File: config.mk
export PLATFORM = sky130hd
export DESIGN_NAME = pca_timer
export DESIGN_NICKNAME = d
export VERILOG_FILES = /design/src/rtl/pca_pkg.sv /design/src/rtl/pca_tbase.sv /design/src/rtl/pca_unit.sv /design/src/rtl/pca_timer.sv
export SDC_FILE = /design/constraint.sdc
export NUM_CORES = 1
export LEC_CHECK = 0
export ABC_AREA = 1
export BUFFER_PORTS_ARGS = -buffer_cell sky130_fd_sc_hd__buf_2
export CAP_MARGIN = 20
export CELL_PAD_IN_SITES_DETAIL_PLACEMENT = 1
export CELL_PAD_IN_SITES_GLOBAL_PLACEMENT = 1
export CORE_MARGIN = 4
export CORE_UTILIZATION = 45
export DETAILED_ROUTE_END_ITERATION = 12
export PLACE_DENSITY = 0.83
export SKIP_CTS_REPAIR_TIMING = 1
export SLEW_MARGIN = 15
export SYNTH_ARGS = -nofsm -noshare
export SYNTH_HDL_FRONTEND = slang
export SYNTH_HIERARCHICAL = 1
export SYNTH_SLANG_ARGS = --single-unit
export TNS_END_PERCENT = 1
File: constraint.sdc
create_clock -name clk -period 3.25 [get_ports clk]
set_input_delay 0.65 -clock clk [delete_from_list [all_inputs] [get_ports clk]]
set_output_delay 0.65 -clock clk [all_outputs]
set_load 0.1 [all_outputs]
File: src/rtl/pca_pkg.sv
// Package: shared address map and mode-bit positions for the counter array.
// Assumes a 6-bit register address and byte-wide data.
package pca_pkg;
    localparam int AW = 6;
    localparam logic [AW-1:0] A_CFG     = 6'h00;
    localparam logic [AW-1:0] A_CTL     = 6'h01;
    localparam logic [AW-1:0] A_CNT_LO  = 6'h02;
    localparam logic [AW-1:0] A_CNT_HI  = 6'h03;
    localparam logic [AW-1:0] A_MODE    = 6'h08;
    localparam logic [AW-1:0] A_CMP_LO  = 6'h10;
    localparam logic [AW-1:0] A_CMP_HI  = 6'h18;

    // channel mode bit positions
    localparam int M_IE  = 0;
    localparam int M_PWM = 1;
    localparam int M_TOG = 2;
    localparam int M_MAT = 3;
    localparam int M_NEG = 4;
    localparam int M_POS = 5;
    localparam int M_CMP = 6;
    localparam int MODE_W = 7;

    typedef enum logic [1:0] {
        SRC_SLOW = 2'b00,
        SRC_FAST = 2'b01,
        SRC_T0   = 2'b10,
        SRC_EXT  = 2'b11
    } src_e;
endpackage

File: src/rtl/pca_tbase.sv
// Module: shared time base. Prescales the clock, picks a tick source,
// gates it with run/idle, and keeps the 16-bit counter.
// Assumes t0_ovf_i is synchronous to clk; ext_clk_i may be asynchronous.
module pca_tbase
    import pca_pkg::*;
#(
    parameter int CW        = 16,
    parameter int DIV_SLOW  = 12,
    parameter int DIV_FAST  = 4
) (
    input  logic          clk,
    input  logic          rst_n,
    input  logic          run,
    input  logic          idle_stop,
    input  logic          idle_i,
    input  src_e          src,
    input  logic          t0_ovf_i,
    input  logic          ext_clk_i,
    input  logic          wr_lo,
    input  logic          wr_hi,
    input  logic [7:0]    wdata,
    output logic [CW-1:0] cnt,
    output logic [CW-1:0] cnt_nxt,
    output logic          tick,
    output logic          wrap,
    output logic          lo_wrap
);
    localparam int SW = $clog2(DIV_SLOW);
    localparam int FW = $clog2(DIV_FAST);
    localparam int HB = CW - 8;

    logic [SW-1:0] pre_s;
    logic [FW-1:0] pre_f;
    logic [2:0]    ext_sy;
    logic          src_pulse;

    // free-running prescalers for the two divided sources
    always_ff @(posedge clk) begin
        if (!rst_n) begin
            pre_s <= '0;
            pre_f <= '0;
        end else begin
            pre_s <= (pre_s == SW'(DIV_SLOW-1)) ? '0 : pre_s + SW'(1);
            pre_f <= (pre_f == FW'(DIV_FAST-1)) ? '0 : pre_f + FW'(1);
        end
    end

    // two-flop synchronizer plus edge history for the external input
    always_ff @(posedge clk) begin
        if (!rst_n) ext_sy <= '0;
        else        ext_sy <= {ext_sy[1:0], ext_clk_i};
    end

    // source select and gating
    always_comb begin
        unique case (src)
            SRC_SLOW: src_pulse = (pre_s == SW'(DIV_SLOW-1));
            SRC_FAST: src_pulse = (pre_f == FW'(DIV_FAST-1));
            SRC_T0:   src_pulse = t0_ovf_i;
            default:  src_pulse = ext_sy[1] & ~ext_sy[2];
        endcase
        tick    = src_pulse & run & ~(idle_stop & idle_i);
        cnt_nxt = cnt + CW'(1);
        wrap    = tick & (cnt == {CW{1'b1}});
        lo_wrap = tick & (cnt[7:0] == 8'hFF);
    end

    // counter: byte writes take precedence over counting
    always_ff @(posedge clk) begin
        if (!rst_n) cnt <= '0;
        else if (wr_lo || wr_hi) begin
            if (wr_lo) cnt[7:0]    <= wdata;
            if (wr_hi) cnt[CW-1:8] <= wdata[HB-1:0];
        end else if (tick) cnt <= cnt_nxt;
    end
endmodule

File: src/rtl/pca_unit.sv
// Module: one compare/capture channel. Holds its mode, 16-bit register,
// event flag and toggle state; produces its output pin.
// Assumes CW is twice the byte width and the counter arrives from pca_tbase.
module pca_unit
    import pca_pkg::*;
#(
    parameter int CW = 16
) (
    input  logic              clk,
    input  logic              rst_n,
    input  logic              tick,
    input  logic              lo_wrap,
    input  logic [CW-1:0]     cnt,
    input  logic [CW-1:0]     cnt_nxt,
    input  logic              cex_i,
    input  logic              wr_mode,
    input  logic              wr_lo,
    input  logic              wr_hi,
    input  logic              flag_clr,
    input  logic [7:0]        wdata,
    output logic [MODE_W-1:0] mode_o,
    output logic [CW-1:0]     cap_o,
    output logic              flag_o,
    output logic              cex_o
);
    localparam int HB = CW - 8;

    logic [2:0] in_sy;
    logic       tog_q;
    logic       cap_ev, hit, reload;

    // synchronizer and edge history for the capture input
    always_ff @(posedge clk) begin
        if (!rst_n) in_sy <= '0;
        else        in_sy <= {in_sy[1:0], cex_i};
    end

    // event decode
    always_comb begin
        cap_ev = (mode_o[M_POS] &  in_sy[1] & ~in_sy[2])
               | (mode_o[M_NEG] & ~in_sy[1] &  in_sy[2]);
        hit    = tick & mode_o[M_CMP] & mode_o[M_MAT] & ~mode_o[M_PWM]
               & (cnt_nxt == cap_o);
        reload = lo_wrap & mode_o[M_PWM] & mode_o[M_CMP];
    end

    // mode register with compare-enable side effects of register writes
    always_ff @(posedge clk) begin
        if (!rst_n)       mode_o <= '0;
        else if (wr_mode) mode_o <= wdata[MODE_W-1:0];
        else if (wr_lo)   mode_o[M_CMP] <= 1'b0;
        else if (wr_hi)   mode_o[M_CMP] <= 1'b1;
    end

    // compare/capture register: bus write, PWM reload, then capture
    always_ff @(posedge clk) begin
        if (!rst_n) cap_o <= '0;
        else begin
            if (wr_lo)       cap_o[7:0] <= wdata;
            else if (reload) cap_o[7:0] <= cap_o[CW-1:8];
            else if (cap_ev) cap_o[7:0] <= cnt[7:0];
            if (wr_hi)       cap_o[CW-1:8] <= wdata[HB-1:0];
            else if (cap_ev) cap_o[CW-1:8] <= cnt[CW-1:8];
        end
    end

    // event flag (set wins over clear) and toggle state
    always_ff @(posedge clk) begin
        if (!rst_n) begin
            flag_o <= 1'b0;
            tog_q  <= 1'b0;
        end else begin
            flag_o <= cap_ev | hit | (flag_o & ~flag_clr);
            if (hit && mode_o[M_TOG]) tog_q <= ~tog_q;
        end
    end

    // output pin: PWM comparison or toggle state
    assign cex_o = mode_o[M_PWM] ? (mode_o[M_CMP] & (cnt[7:0] >= cap_o[7:0])) : tog_q;
endmodule

File: src/rtl/pca_timer.sv
// Module: top of the counter array. Decodes the register space, holds the
// block configuration and overflow flag, and instantiates the channels.
// Assumes NUM_MOD <= 6 so channel flags fit below the run bit.
module pca_timer
    import pca_pkg::*;
#(
    parameter int NUM_MOD  = 5,
    parameter int CW       = 16,
    parameter int DIV_SLOW = 12,
    parameter int DIV_FAST = 4
) (
    input  logic               clk,
    input  logic               rst_n,
    input  logic               wr_en,
    input  logic [AW-1:0]      addr,
    input  logic [7:0]         wdata,
    output logic [7:0]         rdata,
    input  logic               t0_ovf_i,
    input  logic               ext_clk_i,
    input  logic               idle_i,
    input  logic [NUM_MOD-1:0] cex_i,
    output logic [NUM_MOD-1:0] cex_o,
    output logic               ovf_flag_o,
    output logic [NUM_MOD-1:0] ev_flag_o,
    output logic               irq_o
);
    logic              run_q, idle_stop_q, ovf_ie_q;
    src_e              src_q;
    logic [CW-1:0]     cnt, cnt_nxt;
    logic              tick, wrap, lo_wrap;
    logic              ctl_wr;
    logic [NUM_MOD-1:0] ev_ie, cmp_en_v;
    logic [MODE_W-1:0] mode_q [NUM_MOD];
    logic [CW-1:0]     cap_q  [NUM_MOD];

    assign ctl_wr = wr_en && (addr == A_CTL);

    // block configuration, run bit and overflow flag
    always_ff @(posedge clk) begin
        if (!rst_n) begin
            run_q <= 1'b0; idle_stop_q <= 1'b0; ovf_ie_q <= 1'b0;
            src_q <= SRC_SLOW; ovf_flag_o <= 1'b0;
        end else begin
            if (wr_en && addr == A_CFG) begin
                ovf_ie_q    <= wdata[0];
                src_q       <= src_e'(wdata[2:1]);
                idle_stop_q <= wdata[7];
            end
            if (ctl_wr) run_q <= wdata[6];
            ovf_flag_o <= wrap | (ovf_flag_o & ~(ctl_wr & ~wdata[7]));
        end
    end

    pca_tbase #(.CW(CW), .DIV_SLOW(DIV_SLOW), .DIV_FAST(DIV_FAST)) u_tbase (
        .clk(clk), .rst_n(rst_n), .run(run_q), .idle_stop(idle_stop_q),
        .idle_i(idle_i), .src(src_q), .t0_ovf_i(t0_ovf_i), .ext_clk_i(ext_clk_i),
        .wr_lo(wr_en && addr == A_CNT_LO), .wr_hi(wr_en && addr == A_CNT_HI),
        .wdata(wdata), .cnt(cnt), .cnt_nxt(cnt_nxt), .tick(tick),
        .wrap(wrap), .lo_wrap(lo_wrap)
    );

    for (genvar i = 0; i < NUM_MOD; i++) begin : g_unit
        pca_unit #(.CW(CW)) u_unit (
            .clk(clk), .rst_n(rst_n), .tick(tick), .lo_wrap(lo_wrap),
            .cnt(cnt), .cnt_nxt(cnt_nxt), .cex_i(cex_i[i]),
            .wr_mode(wr_en && addr == AW'(A_MODE + i)),
            .wr_lo(wr_en && addr == AW'(A_CMP_LO + i)),
            .wr_hi(wr_en && addr == AW'(A_CMP_HI + i)),
            .flag_clr(ctl_wr & ~wdata[i]), .wdata(wdata),
            .mode_o(mode_q[i]), .cap_o(cap_q[i]),
            .flag_o(ev_flag_o[i]), .cex_o(cex_o[i])
        );
        assign ev_ie[i]    = mode_q[i][M_IE];
        assign cmp_en_v[i] = mode_q[i][M_CMP];
    end

    // combined interrupt request
    assign irq_o = (ovf_flag_o & ovf_ie_q) | (|(ev_flag_o & ev_ie));

    // read multiplexer
    always_comb begin
        rdata = '0;
        case (addr)
            A_CFG:    rdata = {idle_stop_q, 4'b0, src_q, ovf_ie_q};
            A_CTL:    begin
                          rdata[7] = ovf_flag_o;
                          rdata[6] = run_q;
                          rdata[NUM_MOD-1:0] = ev_flag_o;
                      end
            A_CNT_LO: rdata = cnt[7:0];
            A_CNT_HI: rdata = 8'(cnt[CW-1:8]);
            default:  begin
                for (int i = 0; i < NUM_MOD; i++) begin
                    if (addr == AW'(A_MODE + i))   rdata = 8'(mode_q[i]);
                    if (addr == AW'(A_CMP_LO + i)) rdata = cap_q[i][7:0];
                    if (addr == AW'(A_CMP_HI + i)) rdata = 8'(cap_q[i][CW-1:8]);
                end
            end
        endcase
    end
endmodule

### Yosys cells after proc, flatten, opt, wreduce, memory -nomap -nowiden

Index checks and enable logic that the tools add are counted.

| storage, ports and cells | value |
|---|---|
| bits in registers | 171 |
| output and inout bits | 20 |
| word-level logic and storage cells | 328 |

| operators by class | value |
|---|---|
| $add $sub $neg | 3 |
| magnitude comparators | 5 |
| equality and inequality tests | 31 |
| muxes and demuxes | 68 |
| bitwise operators | 127 |
| reductions and logical operators | 49 |

Operators by type and width:

| operator | number |
|---|---|
| 8-bit 2-to-1 mux | 41 |
| 16-bit equality test | 5 |
| 1-bit AND | 74 |
| 6-bit by 5-bit equality test with 1-bit output, second input constant | 10 |
| 8-bit >= comparator | 5 |
| 1-bit inverter | 35 |
| 16-bit 2-to-1 mux | 2 |
| 6-bit by 4-bit equality test with 1-bit output, second input constant | 5 |
| 3-bit nonzero test | 10 |
| 1-bit logical AND | 24 |
| 1-bit 2-to-1 mux | 20 |
| 5-bit case mux with 4 select lines | 1 |
| 1-bit bitwise OR | 17 |
| 16-bit by 1-bit adder with 16-bit output, second input constant | 1 |
| 16-bit equality test, second input constant | 1 |
| 6-bit by 2-bit equality test with 1-bit output, second input constant | 2 |
| 2-bit nonzero test | 6 |
| 8-bit equality test, second input constant | 1 |
| 2-bit case mux with 4 select lines | 1 |
| 7-bit 2-to-1 mux | 1 |
| 6-bit by 1-bit equality test with 1-bit output, second input constant | 1 |
| 6-bit zero test | 1 |
| 1-bit case mux with 3 select lines | 2 |
| 2-bit OR reduction | 3 |
| 11 further kinds | 14 |

### Depth between registers and ports, before layout

| logic depth | value |
|---|---|
| word-level depth | 17 |
| gate-level depth with buffers | 16 |

### Cells and area by module

The synthesis kept the hierarchy.

Modules (own cells, without submodules):

| module | instances | cells an instance | area each (µm²) | sequential area each (µm²) |
|---|---|---|---|---|
| pca_unit | 5 | 253 | 1710.4 | 560.5 |
| pca_timer | 1 | 326 | 1680.4 | 120.1 |
| pca_tbase | 1 | 274 | 1626.6 | 500.5 |

### Worst setup path after synthesis

No wires, ideal clock.

| timing path | value |
|---|---|
| kind | input port to output port |
| start | input addr[3] |
| end | output rdata[7] |
| data arrival time | 2.449 ns |
| data required time | 2.600 ns |
| path slack | 0.151 ns |
| stages | 11 |
| path buffers | 1 |
| cell sequence | inv_2 -> nor2_2 -> buf_4 -> nand2_1 -> nor2_1 -> nand2_1 -> o21ai_0 -> a221oi_1 -> nand4_1 -> o21ai_0 -> nand4_1 |

| between the ends | value |
|---|---|
| cells in the longest elaborated chain, start to end | 16 |

RTL lines:

| element | RTL line | source |
|---|---|---|
| start, declared | pca_timer.sv:15 | `input logic [AW-1:0] addr,` |
| 6-bit by 5-bit equality test with 1-bit output | pca_timer.sv:95 | `if (addr == AW'(A_CMP_LO + i)) rdata = cap_q[i][7:0];` |
| 8-bit 2-to-1 mux | pca_timer.sv:95 |  |
| 8-bit 2-to-1 mux | pca_timer.sv:96 | `if (addr == AW'(A_CMP_HI + i)) rdata = 8'(cap_q[i][CW-1:8]);` |
| 8-bit 2-to-1 mux | pca_timer.sv:94 | `if (addr == AW'(A_MODE + i)) rdata = 8'(mode_q[i]);` |
| 8-bit 2-to-1 mux | pca_timer.sv:95 |  |
| 8-bit 2-to-1 mux | pca_timer.sv:96 |  |
| 8-bit 2-to-1 mux | pca_timer.sv:94 |  |
| 8-bit 2-to-1 mux | pca_timer.sv:95 |  |
| 8-bit 2-to-1 mux | pca_timer.sv:96 |  |
| 8-bit 2-to-1 mux | pca_timer.sv:94 |  |
| 8-bit 2-to-1 mux | pca_timer.sv:95 |  |
| 8-bit 2-to-1 mux | pca_timer.sv:96 |  |
| 8-bit 2-to-1 mux | pca_timer.sv:94 |  |
| 8-bit 2-to-1 mux | pca_timer.sv:95 |  |
| 8-bit 2-to-1 mux | pca_timer.sv:96 |  |
| 2-bit case mux with 4 select lines (*) | pca_timer.sv:83 | `case (addr)` |
| end, declared | pca_timer.sv:17 | `output logic [7:0] rdata,` |

Mark *: on every way between the ends. The rest lies on a longest branch, timed or not.

### Worst setup path in the final report

| timing path | value |
|---|---|
| start | input addr[0] |
| end | output rdata[3] |

| between the ends | value |
|---|---|
| cells in the longest elaborated chain, start to end | 17 |

RTL lines:

| element | RTL line |
|---|---|
| 6-bit by 4-bit equality test with 1-bit output | pca_timer.sv:94 |
| 7-bit 2-to-1 mux | pca_timer.sv:94 |
| 8-bit 2-to-1 mux | pca_timer.sv:95 |
| 8-bit 2-to-1 mux | pca_timer.sv:96 |
| 8-bit 2-to-1 mux | pca_timer.sv:94 |
| 8-bit 2-to-1 mux | pca_timer.sv:95 |
| 8-bit 2-to-1 mux | pca_timer.sv:96 |
| 8-bit 2-to-1 mux | pca_timer.sv:94 |
| 8-bit 2-to-1 mux | pca_timer.sv:95 |
| 8-bit 2-to-1 mux | pca_timer.sv:96 |
| 8-bit 2-to-1 mux | pca_timer.sv:94 |
| 8-bit 2-to-1 mux | pca_timer.sv:95 |
| 8-bit 2-to-1 mux | pca_timer.sv:96 |
| 8-bit 2-to-1 mux | pca_timer.sv:94 |
| 8-bit 2-to-1 mux | pca_timer.sv:95 |
| 8-bit 2-to-1 mux | pca_timer.sv:96 |
| 5-bit case mux with 4 select lines (*) | pca_timer.sv:83 |

Marked as above.

==> impl_metrics.prom <==
# TYPE chip_impl_metric gauge
chip_impl_metric{name="post_synth.cell_area_avg",unit="sq um"} 6.36
chip_impl_metric{name="instances_no_fill",unit=""} 2296
chip_impl_info{name="cp_cell_sequence",value="buf_2 -> inv_1 -> nor2_2 -> nand2_1 -> nor2_1 -> buf_4 -> nand2_1 -> nand4_1 -> nand2_1 -> nand3_1 -> nand2_1 -> nand3_1 -> nand2_1 -> nand3_1 -> buf_12"} 1
chip_impl_metric{name="number_of_enable_flip_flop_cells_after_synthesis",unit=""} 0
chip_impl_metric{name="grt_util_all_layers",unit=""} 0.374
chip_impl_metric{name="numPortBuffers",unit=""} 44
chip_impl_metric{name="power_density",unit="nW/um^2"} 347
chip_impl_metric{name="clk_pin_slew",unit="ns"} 0.08
chip_impl_metric{name="slew_headroom",unit=""} 0.445
chip_impl_info{name="synth.top_cells.by_area",value="dfxtp_1 29%, nand2_1 17%, o21ai_0 6.2%"} 1
chip_impl_metric{name="cts.sinks",unit=""} 171
chip_impl_metric{name="critical_path.max_fanout",unit=""} 7
chip_impl_metric{name="report.final.slew_viol_count",unit=""} 0
chip_impl_metric{name="dp.cells",unit=""} 2265
chip_impl_metric{name="syn_nets",unit=""} 1933
chip_impl_metric{name="worst-endpoint-required",unit="ns"} 2.60
chip_impl_metric{name="postSynth.asyncResetShare",unit=""} 0
chip_impl_info{name="most_prevalent_standard_cell_on_the_critical_path",value="nand2_1"} 1
chip_impl_metric{name="cts_max_path_buffers",unit=""} 2
chip_impl_info{name="hold_path_class",value="primary input to register"} 1
chip_impl_metric{name="die_area",unit="sq um"} 29000
chip_impl_metric{name="totalWireLength",unit="um"} 54600
chip_impl_metric{name="period_share",unit=""} 0.976
chip_impl_metric{name="synth_cell_type_count",unit=""} 43
chip_impl_info{name="worst_setup_path_start_kind",value="primary input"} 1
chip_impl_metric{name="timing.clock.skew",unit="ns"} 0.0144
chip_impl_info{name="clockRootBuffer",value="clkbuf_16"} 1
chip_impl_metric{name="fillers",unit=""} 3556
chip_impl_metric{name="drt-initial-drc-count",unit=""} 1366
chip_impl_info{name="synth_top_cells_by_count",value="531 x nand2_1, 184 x nor2_1, 176 x inv_1"} 1
chip_impl_metric{name="power.clock.fraction",unit=""} 0.468
chip_impl_metric{name="p_int",unit="mW"} 3.47
chip_impl_info{name="hold_path_startpoint",value="cex_i[1]"} 1
chip_impl_metric{name="yosysWarningCount",unit=""} 6
chip_impl_metric{name="via_per_inst",unit=""} 6.08
chip_impl_metric{name="cts_made_buffers",unit=""} 17
chip_impl_metric{name="power.leakage",unit="nW"} 6.22
chip_impl_metric{name="ys_seq_area_frac",unit=""} 0.289
chip_impl_metric{name="area.sequential",unit="sq um"} 3420
chip_impl_metric{name="count_of_maximum_capacitance_violations",unit=""} 0
chip_impl_metric{name="drc",unit=""} 0
chip_impl_metric{name="slowest_delay",unit="ns"} 0.21
chip_impl_metric{name="io-pin-count",unit=""} 45
chip_impl_info{name="synthMostInstantiatedCell",value="nand2_1"} 1
chip_impl_metric{name="grt_max_degree",unit=""} 89
chip_impl_metric{name="core",unit="sq um"} 26000
chip_impl_metric{name="netlist.area_leader.share",unit=""} 0.289
chip_impl_metric{name="report.final.setup_viol",unit=""} 0
chip_impl_info{name="synth_flop_cell",value="dfxtp_1"} 1
chip_impl_metric{name="drive_above_1_share",unit=""} 0.148
chip_impl_metric{name="worst-r2r-setup-slack",unit="ns"} 0.42
chip_impl_metric{name="multiInputGateArea",unit="sq um"} 7230
chip_impl_metric{name="clk-insertion-delay-late",unit="ns"} 0.45
chip_impl_info{name="crit_path_top_delay_cell",value="buf_12"} 1
chip_impl_metric{name="overflow",unit=""} 0
chip_impl_metric{name="power_switching_share",unit=""} 0.271
chip_impl_info{name="critPathKind",value="primary input to primary output"} 1
chip_impl_metric{name="area_delta_synth_final",unit="%"} 15.5
chip_impl_metric{name="firstDrtPassIters",unit=""} 8
chip_impl_metric{name="synth_seq_cells",unit=""} 171
chip_impl_info{name="synth_top_cell_by_area",value="dfxtp_1"} 1
chip_impl_info{name="end_kind",value="primary output"} 1
chip_impl_metric{name="maximum_clock_rate",unit="MHz"} 315
chip_impl_metric{name="pwr-share-comb",unit=""} 0.078
chip_impl_info{name="critPathLaunch",value="addr[0]"} 1
chip_impl_metric{name="die_w",unit="um"} 170
chip_impl_metric{name="number_of_standard_cells_after_synthesis",unit=""} 1865
chip_impl_metric{name="seqPwrFrac",unit=""} 0.454
chip_impl_info{name="tritoncts_clock_tree",value="done"} 1
chip_impl_metric{name="htree_levels",unit=""} 4
chip_impl_metric{name="grt_first_pass_wirelength",unit="um"} 82500
chip_impl_metric{name="netSwitchingPower",unit="mW"} 1.29
chip_impl_metric{name="fin_setup_tns",unit="ns"} 0
chip_impl_metric{name="wl_per_cell",unit="um"} 23.8
chip_impl_metric{name="nets",unit=""} 2017
chip_impl_metric{name="initial_cell_density_of_the_core",unit=""} 0.456
chip_impl_info{name="run_status",value="complete, no violations"} 1
chip_impl_metric{name="gpl.final_weighted_congestion",unit=""} 1.03
chip_impl_metric{name="rows",unit=""} 59
chip_impl_metric{name="finalCoreUtilization",unit=""} 0.527
chip_impl_metric{name="vdd_ir_drop_max",unit="mV"} 0.249
chip_impl_metric{name="netlist_area",unit="sq um"} 11900
chip_impl_metric{name="worst-slew-pin-transition",unit="ns"} 0.831
chip_impl_metric{name="die_y",unit="um"} 170
chip_impl_metric{name="grt_pass1_vias",unit=""} 13900
chip_impl_metric{name="vias",unit=""} 14000
chip_impl_info{name="grt_setup_unrepaired",value="true"} 1
chip_impl_metric{name="ant_nets",unit=""} 0
chip_impl_metric{name="wp_data_arrival",unit="ns"} 2.52
chip_impl_metric{name="hold_viol_final",unit=""} 0
chip_impl_info{name="timing.rr.start",value="u_tbase/cnt[4]"} 1
chip_impl_metric{name="final_hold_slack",unit="ns"} 0.381
chip_impl_metric{name="hpwl",unit="um"} 38600
chip_impl_metric{name="min_cycle_time_layout",unit="ns"} 3.17
chip_impl_metric{name="antenna_found_initial",unit=""} 3
[logic make-up (layout without fill, tap and decap cells)]
group	Yosys count	count (layout)	synth area share
DFF	171	171	0.289
other	0	1	0
xor gates and xnor gates	35	35	0.0258
AOI/OAI and AO/OA	375	375	0.184
muxes	15	15	0.0127
buffers and inverters	295	390	0.104
adders and majority gates	43	43	0.0454
and+or+nand+nor	931	931	0.339
[metrics by stage]
step / area [sq um] / setup slack [ns] / power (mW)
floorplan: 11900 / 0.151 / 2.39
global placement: 13100 / 0.0576 / 2.55
detailed placement: 13100 / 0.0190 / 2.56
CTS: 13700 / 0.00195 / 4.74
global route: 13700 / -0.0306 / 4.88
finish: 13700 / 0.0789 / 4.75
[final cells by class]
type,count,share of cell area
Multi-Input combinational cell,1399,0.528
Tap cell,335,0.0306
Antenna cell,1,0.000183
Clock buffer,18,0.0321
Inverter,243,0.0666
Clock inverter,12,0.0120
Timing Repair Buffer,117,0.0808
Sequential cell,171,0.250
[flip-flops by register name (all words and copies together), names as in the netlist, 2 cells and up]
register              flops
u_tbase/ext_sy            3
u_tbase/cnt              16
g_unit.u_unit/tog_q       5
u_tbase/pre_f             2
u_tbase/pre_s             4
g_unit.u_unit/cap_o      80
g_unit.u_unit/in_sy      15
src_q                     2
g_unit.u_unit/flag_o      5
g_unit.u_unit/mode_o     35
[path summary, 6_finish.rpt]
kind                                    end  cells after the start
setup / recovery                   rdata[3]                     15
hold / removal    g_unit[1].u_unit/in_sy[0]                      3
setup reg to reg  g_unit[0].u_unit/cap_o[0]                      9
hold reg to reg   g_unit[4].u_unit/in_sy[1]                      2
[critical path: cells and delay by family]
family,cells,cell delay (ns)
simple gates,11,1.23
buf+inv,4,0.62
[cells in the final DEF, fill, tap and decap left out, types with 16 or more instances in the layout]
| master | netlist | final |
|---|---|---|
| buf_12 | 0 | 24 |
| inv_1 | 176 | 176 |
| ha_1 | 43 | 43 |
| buf_2 | 16 | 30 |
| nand2_1 | 531 | 530 |
| nor2_1 | 184 | 183 |
| a21oi_1 | 82 | 82 |
| xnor2_1 | 21 | 21 |
| nand4_1 | 40 | 40 |
| o21ai_1 | 47 | 48 |
| or2_2 | 16 | 16 |
| clkbuf_16 | 0 | 17 |
| o21ai_0 | 147 | 146 |
| a31oi_1 | 46 | 46 |
| o211ai_2 | 20 | 20 |
| inv_2 | 59 | 59 |
| buf_4 | 6 | 62 |
| dfxtp_1 | 171 | 171 |
| nand3_1 | 79 | 78 |
[power groups by stage]
stage	clock network, mW	logic [mW]	registers [mW]
4_1_cts	2.22	0.359	2.16
6_report	2.22	0.372	2.16
3_3_place_gp	0	0.343	2.20
5_1_grt	2.32	0.398	2.16
2_1_floorplan	0	0.195	2.19
3_5_place_dp	0	0.356	2.20
[routing by layer]
metal,up-vias,part of all wire,global-route usage
met5,-,0.00073,0
met4,6,0.060,0.200
met3,191,0.10,0.0750
met2,740,0.44,0.588
met1,6751,0.40,0.484
li1,6267,-,-
Note: power is estimated with default switching activity, not from simulation.
